--- src/rtl/irqc_pkg.sv ---
package irqc_pkg;

    // Which register a read request selects
    typedef enum logic [1:0] {
        SEL_NONE = 2'd0,
        SEL_EN   = 2'd1,
        SEL_PEND = 2'd2
    } reg_sel_e;

endpackage

--- src/rtl/irqc_evt_map.sv ---
module irqc_evt_map #(
    parameter int NUM_CH = 16,
    localparam int BITS  = 2 * NUM_CH
) (
    input  logic [NUM_CH-1:0] half_evt,
    input  logic [NUM_CH-1:0] done_evt,
    output logic [BITS-1:0]   evt_vec
);

    // Pair each channel onto two adjacent bits: half-done even, done odd
    for (genvar ch = 0; ch < NUM_CH; ch++) begin : g_pair
        assign evt_vec[2*ch]   = half_evt[ch];
        assign evt_vec[2*ch+1] = done_evt[ch];
    end

endmodule

--- src/rtl/irqc_bus_dec.sv ---
module irqc_bus_dec
    import irqc_pkg::*;
#(
    parameter int          ADDR_W   = 4,
    parameter logic [ADDR_W-1:0] EN_OFS   = 'h0,
    parameter logic [ADDR_W-1:0] PEND_OFS = 'h4
) (
    input  logic              req_valid,
    input  logic              req_write,
    input  logic [ADDR_W-1:0] req_addr,
    output logic              en_wr,
    output logic              pend_wr,
    output logic              rd_en,
    output reg_sel_e          rd_sel
);

    logic hit_en;
    logic hit_pend;

    always_comb begin
        hit_en   = (req_addr == EN_OFS);
        hit_pend = (req_addr == PEND_OFS);
        en_wr    = req_valid &&  req_write && hit_en;
        pend_wr  = req_valid &&  req_write && hit_pend;
        rd_en    = req_valid && !req_write;
        if (hit_en)
            rd_sel = SEL_EN;
        else if (hit_pend)
            rd_sel = SEL_PEND;
        else
            rd_sel = SEL_NONE;
    end

endmodule

--- src/rtl/irqc_regs.sv ---
module irqc_regs
    import irqc_pkg::*;
#(
    parameter int BITS = 32
) (
    input  logic            clk,
    input  logic            rst_n,
    input  logic            en_wr,
    input  logic            pend_wr,
    input  logic            rd_en,
    input  reg_sel_e        rd_sel,
    input  logic [BITS-1:0] wdata,
    input  logic [BITS-1:0] evt_vec,
    output logic [BITS-1:0] en_q_o,
    output logic [BITS-1:0] pend_q_o,
    output logic [BITS-1:0] rdata_o
);

    typedef struct packed {
        logic [BITS-1:0] en;
        logic [BITS-1:0] pend;
        logic [BITS-1:0] rdata;
    } regs_t;

    regs_t st_d, st_q;
    logic [BITS-1:0] clr_mask;

    always_comb begin
        st_d     = st_q;
        clr_mask = pend_wr ? wdata : '0;

        if (en_wr)
            st_d.en = wdata;

        // Events win over a same-cycle clear
        st_d.pend = (st_q.pend & ~clr_mask) | evt_vec;

        if (rd_en) begin
            unique case (rd_sel)
                SEL_EN:   st_d.rdata = st_q.en;
                SEL_PEND: st_d.rdata = st_q.pend;
                default:  st_d.rdata = '0;
            endcase
        end
    end

    always_ff @(posedge clk or negedge rst_n) begin
        if (!rst_n)
            st_q <= '0;
        else
            st_q <= st_d;
    end

    assign en_q_o   = st_q.en;
    assign pend_q_o = st_q.pend;
    assign rdata_o  = st_q.rdata;

endmodule

--- src/rtl/irqc_irq_out.sv ---
module irqc_irq_out #(
    parameter int BITS = 32
) (
    input  logic            clk,
    input  logic            rst_n,
    input  logic [BITS-1:0] en,
    input  logic [BITS-1:0] pend,
    output logic            irq_o
);

    logic irq_d, irq_q;

    always_comb begin
        irq_d = |(pend & en);
    end

    always_ff @(posedge clk or negedge rst_n) begin
        if (!rst_n)
            irq_q <= 1'b0;
        else
            irq_q <= irq_d;
    end

    assign irq_o = irq_q;

endmodule

--- src/rtl/dma_evt_irq.sv ---
module dma_evt_irq
    import irqc_pkg::*;
#(
    parameter int NUM_GP    = 8,
    parameter int NUM_PACED = 8,
    parameter int ADDR_W    = 4,
    localparam int NUM_CH   = NUM_GP + NUM_PACED,
    localparam int BITS     = 2 * NUM_CH,
    localparam logic [ADDR_W-1:0] EN_OFS   = ADDR_W'(0),
    localparam logic [ADDR_W-1:0] PEND_OFS = ADDR_W'(4)
) (
    input  logic              clk,
    input  logic              rst_n,
    input  logic [NUM_CH-1:0] half_evt,
    input  logic [NUM_CH-1:0] done_evt,
    input  logic              req_valid,
    input  logic              req_write,
    input  logic [ADDR_W-1:0] req_addr,
    input  logic [BITS-1:0]   req_wdata,
    output logic [BITS-1:0]   rd_data,
    output logic              irq_o
);

    logic [BITS-1:0] evt_vec;
    logic [BITS-1:0] en_vec;
    logic [BITS-1:0] pend_vec;
    logic            en_wr;
    logic            pend_wr;
    logic            rd_en;
    reg_sel_e        rd_sel;

    irqc_evt_map #(.NUM_CH(NUM_CH)) u_map (
        .half_evt (half_evt),
        .done_evt (done_evt),
        .evt_vec  (evt_vec)
    );

    irqc_bus_dec #(
        .ADDR_W   (ADDR_W),
        .EN_OFS   (EN_OFS),
        .PEND_OFS (PEND_OFS)
    ) u_dec (
        .req_valid (req_valid),
        .req_write (req_write),
        .req_addr  (req_addr),
        .en_wr     (en_wr),
        .pend_wr   (pend_wr),
        .rd_en     (rd_en),
        .rd_sel    (rd_sel)
    );

    irqc_regs #(.BITS(BITS)) u_regs (
        .clk      (clk),
        .rst_n    (rst_n),
        .en_wr    (en_wr),
        .pend_wr  (pend_wr),
        .rd_en    (rd_en),
        .rd_sel   (rd_sel),
        .wdata    (req_wdata),
        .evt_vec  (evt_vec),
        .en_q_o   (en_vec),
        .pend_q_o (pend_vec),
        .rdata_o  (rd_data)
    );

    irqc_irq_out #(.BITS(BITS)) u_irq (
        .clk   (clk),
        .rst_n (rst_n),
        .en    (en_vec),
        .pend  (pend_vec),
        .irq_o (irq_o)
    );

endmodule

--- config.mk ---
export PLATFORM = sky130hd
export DESIGN_NAME = dma_evt_irq
export DESIGN_NICKNAME = d
export VERILOG_FILES = /design/src/rtl/irqc_pkg.sv /design/src/rtl/irqc_evt_map.sv /design/src/rtl/irqc_bus_dec.sv /design/src/rtl/irqc_regs.sv /design/src/rtl/irqc_irq_out.sv /design/src/rtl/dma_evt_irq.sv
export SDC_FILE = /design/constraint.sdc
export NUM_CORES = 1
export LEC_CHECK = 0
export CAP_MARGIN = 20
export CORE_ASPECT_RATIO = 1.2
export CORE_MARGIN = 10
export CORE_UTILIZATION = 53
export CTS_CLUSTER_DIAMETER = 120
export DETAILED_ROUTE_END_ITERATION = 8
export GPL_TIMING_DRIVEN = 0
export PLACE_DENSITY_LB_ADDON = 0.25
export SLEW_MARGIN = 25
export SYNTH_ARGS = -nofsm -noshare
export SYNTH_HDL_FRONTEND = slang
export SYNTH_SLANG_ARGS = --single-unit
--- constraint.sdc ---
create_clock -name clk -period 2.6 [get_ports clk]
set_input_delay 0.39 -clock clk [delete_from_list [all_inputs] [get_ports clk]]
set_output_delay 0.39 -clock clk [all_outputs]
set_load 0.02 [all_outputs]
==> results of run 1 <==
==> flip-flops by register name, indices dropped and copies added, names as in the netlist <==
| name | flops |
|---|---|
| u_regs.rdata_o | 32 |
| u_irq.irq_o | 1 |
| u_regs.en_q_o | 32 |
| u_regs.pend_q_o | 32 |
==> through the flow <==
stage | util, % | cell area [µm²] | TNS [ns] | hold WS [ns] | setup slack, ns
after floorplan | - | 4180 | 0 | 0.0944 | 0.906
final | 72.8 | 5580 | 0 | 0.485 | 0.650
after CTS | 72.8 | 5580 | 0 | 0.473 | 0.678
after detailed placement | 69.7 | 5340 | 0 | 0.338 | 0.312
after global placement | 69.3 | 5310 | -225.95 | 0.484 | -2.33
after global routing | 72.8 | 5580 | 0 | 0.516 | 0.624
==> cell families (layout without fill, tap and decap cells) <==
logic type,Yosys count,after routing,share of synthesized area [%]
simple gates,107,107,15.6
compound gates,80,80,14.5
mux,32,32,8.63
buf+inv,23,142,3.15
flops,97,97,58.1
==> power by group <==
group	leakage, µW	internal, µW	total (µW)	switching [µW]
Sequential	0.00114	1640	1740	106
Clock	0.000112	591	1110	515
Combinational	0.000991	281	510	229
==> layer usage <==
| layer | routed length [µm] | part of all wire, % | vias to the layer above | track usage (%) |
|---|---|---|---|---|
| met5 | 0 | 0 | - | 0 |
| li1 | - | - | 1485 | - |
| met2 | 6220 | 50 | 156 | 36.0 |
| met3 | 958 | 7.7 | 14 | 6.69 |
| met4 | 164 | 1.3 | 0 | 8.09 |
| met1 | 5030 | 41 | 1671 | 25.0 |
==> cells in the final DEF, fill, tap and decap left out, types with 2 or more instances in the layout <==
cell             netlist  routed
a21o_1                 2       2
a221o_1               32      32
a22oi_1               16      16
and2_0                32      32
buf_4                  6       6
buf_6                  3       4
bufinv_16              0       2
clkbuf_1              13      13
clkbuf_8               0      11
clkdlybuf4s50_1        0     101
dfrtp_1               97      97
mux2_1                32      32
nand2b_1              31      31
nand3_1               30      30
nand4_1                6       6
nor2_2                 2       2
o21ai_0               30      30
==> final cells by class <==
class                           count  area, µm²
Timing Repair Buffer              104       1060
Sequential cell                    97       2430
Clock buffer                       11        151
Buffer                             23        131
Tap cell                           92        115
Clock inverter                      4       76.3
Fill cell                         569       2090
Multi-Input combinational cell    219       1620
==> worst paths after layout <==
| kind | from | end | cells past startpoint |
|---|---|---|---|
| setup / recovery | req_addr[3] | u_regs.en_q_o[10] | 5 |
| hold reg to reg | u_regs.pend_q_o[9] | u_regs.pend_q_o[9] | 1 |
| hold / removal | req_write | u_regs.pend_q_o[0] | 4 |
| max in group asynchronous | rst_n | u_regs.pend_q_o[30] | 3 |
| setup reg to reg | u_regs.en_q_o[15] | u_irq.irq_o | 3 |
| min in group asynchronous | rst_n | u_regs.rdata_o[20] | 2 |
==> critical path, cell delays in order <==
cell and delay, ns:
clkdlybuf4s50_1 0.45, or4_4 0.58, nor2_4 0.20, buf_6 0.19
mux2_1 0.36
==> repair_timing <==
action	CTS	global route
endpoints found under the hold margin	43	0
buffers inserted	0	0
hold buffers	1	0
==> flow_metrics.env, run 1 <==
export IMPL_required_ns=2.83
export IMPL_tritoncts="yes"
export IMPL_slew_headroom_pct=53.7
export IMPL_ys_seq_elements=97
export IMPL_gp_congestion=0.905
export IMPL_ys_top_cells_by_count="dfrtp_1, a221o_1, and2_0, mux2_1, nand2b_1"
export IMPL_grt_max_degree=55
export IMPL_drc_errors=0
export IMPL_fin_crit_sh_pct=75.0
export IMPL_yosysWarnings=0
export IMPL_crit_type="input pin to flip-flop"
export IMPL_ctsResizeCount=0
export IMPL_fmax_mhz=513
export IMPL_antenna_cells=0
export IMPL_slew_violations=0
export IMPL_tightestPinTransition_ns=0.694
export IMPL_hp_class="input pin to flip-flop"
export IMPL_ys_flop_type="dfrtp_1"
export IMPL_port_buffers=102
export IMPL_leakage_uw=0.00224
export IMPL_finalSetupViolations=0
export IMPL_ys_types=21
export IMPL_status="completed"
export IMPL_yosys_top_cells_area="dfrtp_1, mux2_1, a221o_1"
export IMPL_dieArea_um2=11800
export IMPL_antenna_found_initial=0
export IMPL_peakVddDrop_mv=0.379
export IMPL_endpoint_kind="flip-flop"
export IMPL_coreArea_um2=7660
export IMPL_maxCapViolations=0
export IMPL_area_growth_pct=33.6
export IMPL_syn_cell_area_um2=4180
export IMPL_grt_overflow_total=0
export IMPL_synth_top_area_cell="dfrtp_1"
export IMPL_crit_path_max_fanout=10
export IMPL_viasPerCell=6.05
export IMPL_die_width_um=101
export IMPL_h_tree_depth=3
export IMPL_crit_arrival_ns=2.18
export IMPL_total_power_uw=3360
export IMPL_yosysSeqAreaShare_pct=58.1
export IMPL_async_reset_ff_share_pct=100
export IMPL_synthCells=339
export IMPL_clk_pin_slew_ns=0.09
export IMPL_wl_per_cell_um=22.5
export IMPL_dp_hpwl_mm=8.91
export IMPL_drt_first_pass_iters=5
export IMPL_clockBufferDepth=2
export IMPL_route_vias_total=3326
export IMPL_avgSynthCellArea_um2=12.3
export IMPL_cts_root_buf="clkbuf_8"
export IMPL_placedCellCount=534
export IMPL_hold_viol_final=0
export IMPL_drt_initial_drc_count=243
export IMPL_start_kind="input pin"
export IMPL_drive_above_1_share_pct=6.77
export IMPL_clkLatencyLatePin_ns=0.36
export IMPL_grt_pass1_vias=3780
export IMPL_syn_nets=411
export IMPL_detail_route_antenna_nets=0
export IMPL_cts_made_buffers=9
export IMPL_synth_edf_count=0
export IMPL_rows=35
export IMPL_synth_most_common_cell="dfrtp_1"
export IMPL_rrSetupSlack_ns=1.10
export IMPL_initial_utilization_pct=54.5
export IMPL_die_h_um=117
export IMPL_power_density_nw_per_um2=602
export IMPL_numClockSinks=97
export IMPL_fin_cells=550
export IMPL_synth_top_area_share_pct=58.1
export IMPL_grt_use_total_pct=21.4
export IMPL_routed_wl_mm=12.4
export IMPL_ioPinCount=105
export IMPL_period_minus_slack_ns=1.95
export IMPL_rsz0062_at_grt="false"
export IMPL_grt_pass1_wl_mm=19.7
export IMPL_worst_clock_skew_ns=0.0170
export IMPL_fin_nets=526
Note: power is estimated with default switching activity, not from simulation.
==> run 2: changes to the inputs <==
CORE_UTILIZATION = 49   (was 53)
clock period = 1.8 ns   (was 2.6 ns; I/O delays follow)
==> run 2 against run 1 <==
Compared with the run above: final area increased by 2.3%; setup slack worse by 0.59 ns; critical path depth increased by 1; largest cell class unchanged; largest power group unchanged.
==> flow_metrics.env, run 2 (synthesis gave the netlist of run 1 again) <==
export IMPL_status="completed"
export IMPL_tightestPinTransition_ns=0.643
export IMPL_hold_viol_final=0
export IMPL_route_vias_total=3358
export IMPL_die_width_um=104
export IMPL_detail_route_antenna_nets=0
export IMPL_nFillCells=633
export IMPL_use_met2_pct=31.5
export IMPL_fin_cells=580
export IMPL_finalSetupViolations=0
export IMPL_slowest_delay_ns=0.46
export IMPL_slew_violations=0
export IMPL_clk_pin_slew_ns=0.09
export IMPL_grt_pass1_vias=3657
export IMPL_viasPerCell=5.79
export IMPL_endpoint_kind="flip-flop"
export IMPL_dp_hpwl_mm=8.84
export IMPL_worst_clock_skew_ns=0.00820
export IMPL_final_common_cell="clkdlybuf4s50_1"
export IMPL_final_area_um2=5700
export IMPL_path_depth=6
export IMPL_tritoncts="yes"
export IMPL_ioPinCount=105
export IMPL_fmax_mhz=576
export IMPL_busiest_layer="met2"
export IMPL_met3_usage_pct=5.26
export IMPL_dieArea_um2=12600
export IMPL_crit_path_max_fanout=10
export IMPL_wl_per_cell_um=21.4
export IMPL_die_h_um=121
export IMPL_initial_utilization_pct=50.9
export IMPL_cp_startpoint="req_addr[3]"
export IMPL_grt_use_total_pct=19.2
export IMPL_rr_startpoint="u_regs.en_q_o[17]"
export IMPL_fin_ws_ns=0.0642
export IMPL_gp_congestion=0.862
export IMPL_h_tree_depth=3
export IMPL_worstPathBufferInverterCount=3
export IMPL_crit_chain="clkdlybuf4s50_1 > or4_4 > nor2_4 > buf_12 > buf_12 > mux2_1"
export IMPL_coreArea_um2=8200
export IMPL_maxCapViolations=0
export IMPL_port_buffers=102
export IMPL_required_ns=2.04
export IMPL_peakVddDrop_mv=0.562
export IMPL_cts_root_buf="clkbuf_8"
export IMPL_rsz0062_at_grt="false"
export IMPL_mostFrequentLayoutCells="clkdlybuf4s50_1, dfrtp_1, and2_0, a221o_1, mux2_1"
export IMPL_timing_rr_end="u_irq.irq_o"
export IMPL_grt_pass1_wl_mm=19.3
export IMPL_rows=36
export IMPL_crit_arrival_ns=1.97
export IMPL_drc_errors=0
export IMPL_hp_class="input pin to flip-flop"
export IMPL_start_kind="input pin"
export IMPL_crit_family="buffers and inverters"
export IMPL_grt_use_met1_pct=23.5
export IMPL_cts_made_buffers=9
export IMPL_critPathCapture="u_regs.en_q_o[9]"
export IMPL_placedCellCount=556
export IMPL_power_density_nw_per_um2=824
export IMPL_reg2reg_depth=3
export IMPL_leakage_uw=0.00231
export IMPL_drt_first_pass_iters=5
export IMPL_numClockSinks=97
export IMPL_fin_nets=532
export IMPL_drive_above_1_share_pct=8.39
export IMPL_period_minus_slack_ns=1.74
export IMPL_area_growth_pct=36.6
export IMPL_fin_crit_sh_pct=96.4
export IMPL_clkLatencyLatePin_ns=0.35
export IMPL_clockBufferDepth=2
export IMPL_cp_slowest_cell="or4_4"
export IMPL_antenna_found_initial=1
export IMPL_grt_max_degree=52
export IMPL_slew_headroom_pct=57.1
export IMPL_placed_cell_area_um2=5370
export IMPL_routed_wl_mm=12.4
export IMPL_rrSetupSlack_ns=0.25
export IMPL_crit_type="input pin to flip-flop"
export IMPL_dp_slack_ns=-0.371
export IMPL_critPathMostFrequentCell="buf_12"
export IMPL_drt_initial_drc_count=294
export IMPL_grt_overflow_total=0
-- run 2: area by class of cell --
type | count | area [µm²] | area share, %
flip-flops and latches | 97 | 2430 | 42.6
repair buffers | 110 | 1160 | 20.3
plain buffers | 23 | 150 | 2.63
well taps | 114 | 143 | 2.50
clock inverters | 5 | 63.8 | 1.12
diodes | 1 | 2.50 | 0.0439
multi-input cells | 219 | 1620 | 28.3
clock buffers | 11 | 141 | 2.48
-- run 2: tightest hold or removal path, delay by kind of cell --
family	cells	cell delay [ns]
AND/OR/NAND/NOR	2	0.16
buffers and inverters	1	0.15
AO/OA/AOI/OAI	1	0.07
-- run 2: through the flow --
stage / setup TNS, ns / hold slack (ns) / util (%) / power [µW]
finish: 0 / 0.328 / 69.6 / 4700
global route: 0 / 0.355 / 69.6 / 4900
CTS: 0 / 0.315 / 68.1 / 4720
detailed placement: -24.29 / 0.238 / 65.5 / 3290
global placement: -318.67 / 0.484 / 65.1 / 3250
floorplan: 0 / -0.0256 / - / 2850
-- run 2: where the power goes --
group          switching (µW)  internal [µW]  total (µW)
combinational             337            410         747
sequential                149           2360        2510
clock                     752            691        1440
total                    1240           3460        4700
-- run 2: how the worst min path moves through the flow --
| stage | startpoint | end | slack (ns) | cells after the start |
|---|---|---|---|---|
| finish | req_write | u_regs.pend_q_o[31] | 0.33 | 4 |
| global route | req_write | u_regs.pend_q_o[31] | 0.36 | 4 |
| CTS | req_write | u_regs.pend_q_o[31] | 0.32 | 4 |
| detailed placement | rst_n | u_regs.pend_q_o[20] | 0.24 | 1 |
| global placement | u_regs.pend_q_o[9] | u_regs.pend_q_o[9] | 0.48 | 1 |
| floorplan | rst_n | u_irq.irq_o | -0.03 | 0 |
-- run 2: routing by layer --
layer,part of all wire (%),up-vias,routed length (µm)
met5,0,-,0
met4,2.6,0,321
met3,6.5,23,804
met2,49,144,6140
met1,42,1691,5150
li1,-,1500,-
-- run 2: repair_timing --
item / CTS / global route
hold endpoints to repair: 46 / 0
gates resized for setup: 0 / 11
endpoints found under the setup margin: 0 / 28
hold buffers: 1 / 0
setup buffers: 0 / 4
==> run 3: changes to the inputs <==
SLEW_MARGIN = 10   (was 25)
==> run 3 against run 2 <==
Compared with the run above: setup slack barely moved; largest cell class unchanged; sequential power hardly changed; register-to-register slack about the same; die area is the same; first-iteration DRC count shrank 1.0%; flip-flop and latch count is the same; clock power about the same; largest power group unchanged; global-route usage hardly changed; via count is 0.39% higher; critical path type unchanged.
==> flow_metrics.env, run 3 (synthesis gave the netlist of run 1 again) <==
export IMPL_status="completed"
export IMPL_clockBufferDepth=2
export IMPL_grt_overflow_total=0
export IMPL_cts_made_buffers=9
export IMPL_fmax_mhz=576
export IMPL_worst_clock_skew_ns=0.00842
export IMPL_multiInputGateArea_um2=1620
export IMPL_dp_slack_ns=-0.371
export IMPL_clkLatencyLatePin_ns=0.35
export IMPL_routed_wl_mm=12.4
export IMPL_grt_pass1_wl_mm=19.3
export IMPL_drt_first_pass_iters=6
export IMPL_die_width_um=104
export IMPL_grt_use_total_pct=19.2
export IMPL_required_ns=2.04
export IMPL_total_power_uw=4700
export IMPL_wl_per_cell_um=21.4
export IMPL_port_buffers=102
export IMPL_setup_tns_final_ns=0
export IMPL_gp_congestion=0.862
export IMPL_fin_cells=580
export IMPL_reg2reg_depth=3
export IMPL_maxCapViolations=0
export IMPL_tritoncts="yes"
export IMPL_ioPinCount=105
export IMPL_die_h_um=121
export IMPL_fin_crit_sh_pct=96.4
export IMPL_cts_root_buf="clkbuf_8"
export IMPL_drt_initial_drc_count=291
export IMPL_rows=36
export IMPL_drc_errors=0
export IMPL_crit_path_max_fanout=10
export IMPL_peakVddDrop_mv=0.561
export IMPL_detail_route_antenna_nets=0
export IMPL_leakage_uw=0.00231
export IMPL_rsz0062_at_grt="false"
export IMPL_period_minus_slack_ns=1.74
export IMPL_drive_above_1_share_pct=8.39
export IMPL_dp_hpwl_mm=8.84
export IMPL_coreArea_um2=8200
export IMPL_hold_viol_final=0
export IMPL_viasPerCell=5.81
export IMPL_start_kind="input pin"
export IMPL_finalSetupViolations=0
export IMPL_crit_type="input pin to flip-flop"
export IMPL_h_tree_depth=3
export IMPL_hp_class="input pin to flip-flop"
export IMPL_initial_utilization_pct=50.9
export IMPL_regArea_um2=2430
export IMPL_dieArea_um2=12600
export IMPL_antenna_found_initial=1
export IMPL_clk_pin_slew_ns=0.09
export IMPL_slew_headroom_pct=57.1
export IMPL_fin_nets=532
export IMPL_grt_max_degree=52
export IMPL_numClockSinks=97
export IMPL_area_growth_pct=36.5
export IMPL_grt_pass1_vias=3654
export IMPL_power_density_nw_per_um2=825
export IMPL_fin_ws_ns=0.0640
export IMPL_crit_arrival_ns=1.97
export IMPL_placedCellCount=556
export IMPL_final_common_cell="clkdlybuf4s50_1"
export IMPL_endpoint_kind="flip-flop"
export IMPL_route_vias_total=3371
export IMPL_nFillCells=634
export IMPL_hold_depth=4
export IMPL_tightestPinTransition_ns=0.643
export IMPL_mostFrequentLayoutCells="clkdlybuf4s50_1, dfrtp_1, and2_0, a221o_1, mux2_1"
export IMPL_slew_violations=0
export IMPL_finalHoldWorstSlack_ns=0.328
run 3: cell counts in the layout (fill, tap and decap cells not counted):
No cell type changed its count.
run 3: stage by stage:
step	util [%]	cell area (µm²)
floorplan	-	4180
global placement	65.1	5340
detailed placement	65.4	5360
CTS	68.1	5580
global route	69.5	5700
finish	69.5	5700
run 3: final timing paths:
path	to	from	slack [ns]
worst max-delay path	u_regs.en_q_o[9]	req_addr[3]	0.06
max in group asynchronous	u_regs.en_q_o[3]	rst_n	0.67
min in group asynchronous	u_regs.pend_q_o[20]	rst_n	0.47
worst min-delay path	u_regs.pend_q_o[31]	req_write	0.33
worst max register to register	u_irq.irq_o	u_regs.en_q_o[17]	0.25
worst min register to register	u_regs.en_q_o[20]	u_regs.en_q_o[20]	0.52
run 3: critical path: stages:
cell and delay (ns):
clkdlybuf4s50_1 0.45, or4_4 0.46, nor2_4 0.16, buf_12 0.15, buf_12 0.14, mux2_1 0.33
run 3: final cells by class:
class                           instances  share of cell area [%]
Antenna cell                            1                  0.0439
Buffer                                 23                    2.63
Clock buffer                           11                    2.48
Clock inverter                          5                    1.12
Multi-Input combinational cell        219                    28.4
Sequential cell                        97                    42.6
Tap cell                              114                    2.50
Timing Repair Buffer                  110                    20.3
run 3: metal layers:
layer / up-vias / part of all wire [%] / wire (µm) / GRT usage, %
li1: 1500 / - / - / -
met1: 1697 / 41 / 5110 / 23.5
met2: 151 / 50 / 6180 / 31.5
met3: 23 / 6.6 / 820 / 5.26
met4: 0 / 2.6 / 321 / 7.93
met5: - / 0 / 0 / 0
run 3: power breakdown:
| part | leakage (µW) | internal [µW] | total (µW) | switching, µW |
|---|---|---|---|---|
| registers | 0.00114 | 2360 | 2510 | 150 |
| clock network | 0.000100 | 691 | 1440 | 750 |
| logic | 0.00107 | 409 | 746 | 337 |
| total | 0.00231 | 3460 | 4700 | 1240 |
run 3: what timing repair did:
action,CTS,global route
hold buffers,1,0
gates resized for setup,0,11
setup endpoints to repair,0,28
buffers inserted,0,4
endpoints found under the hold margin,46,0
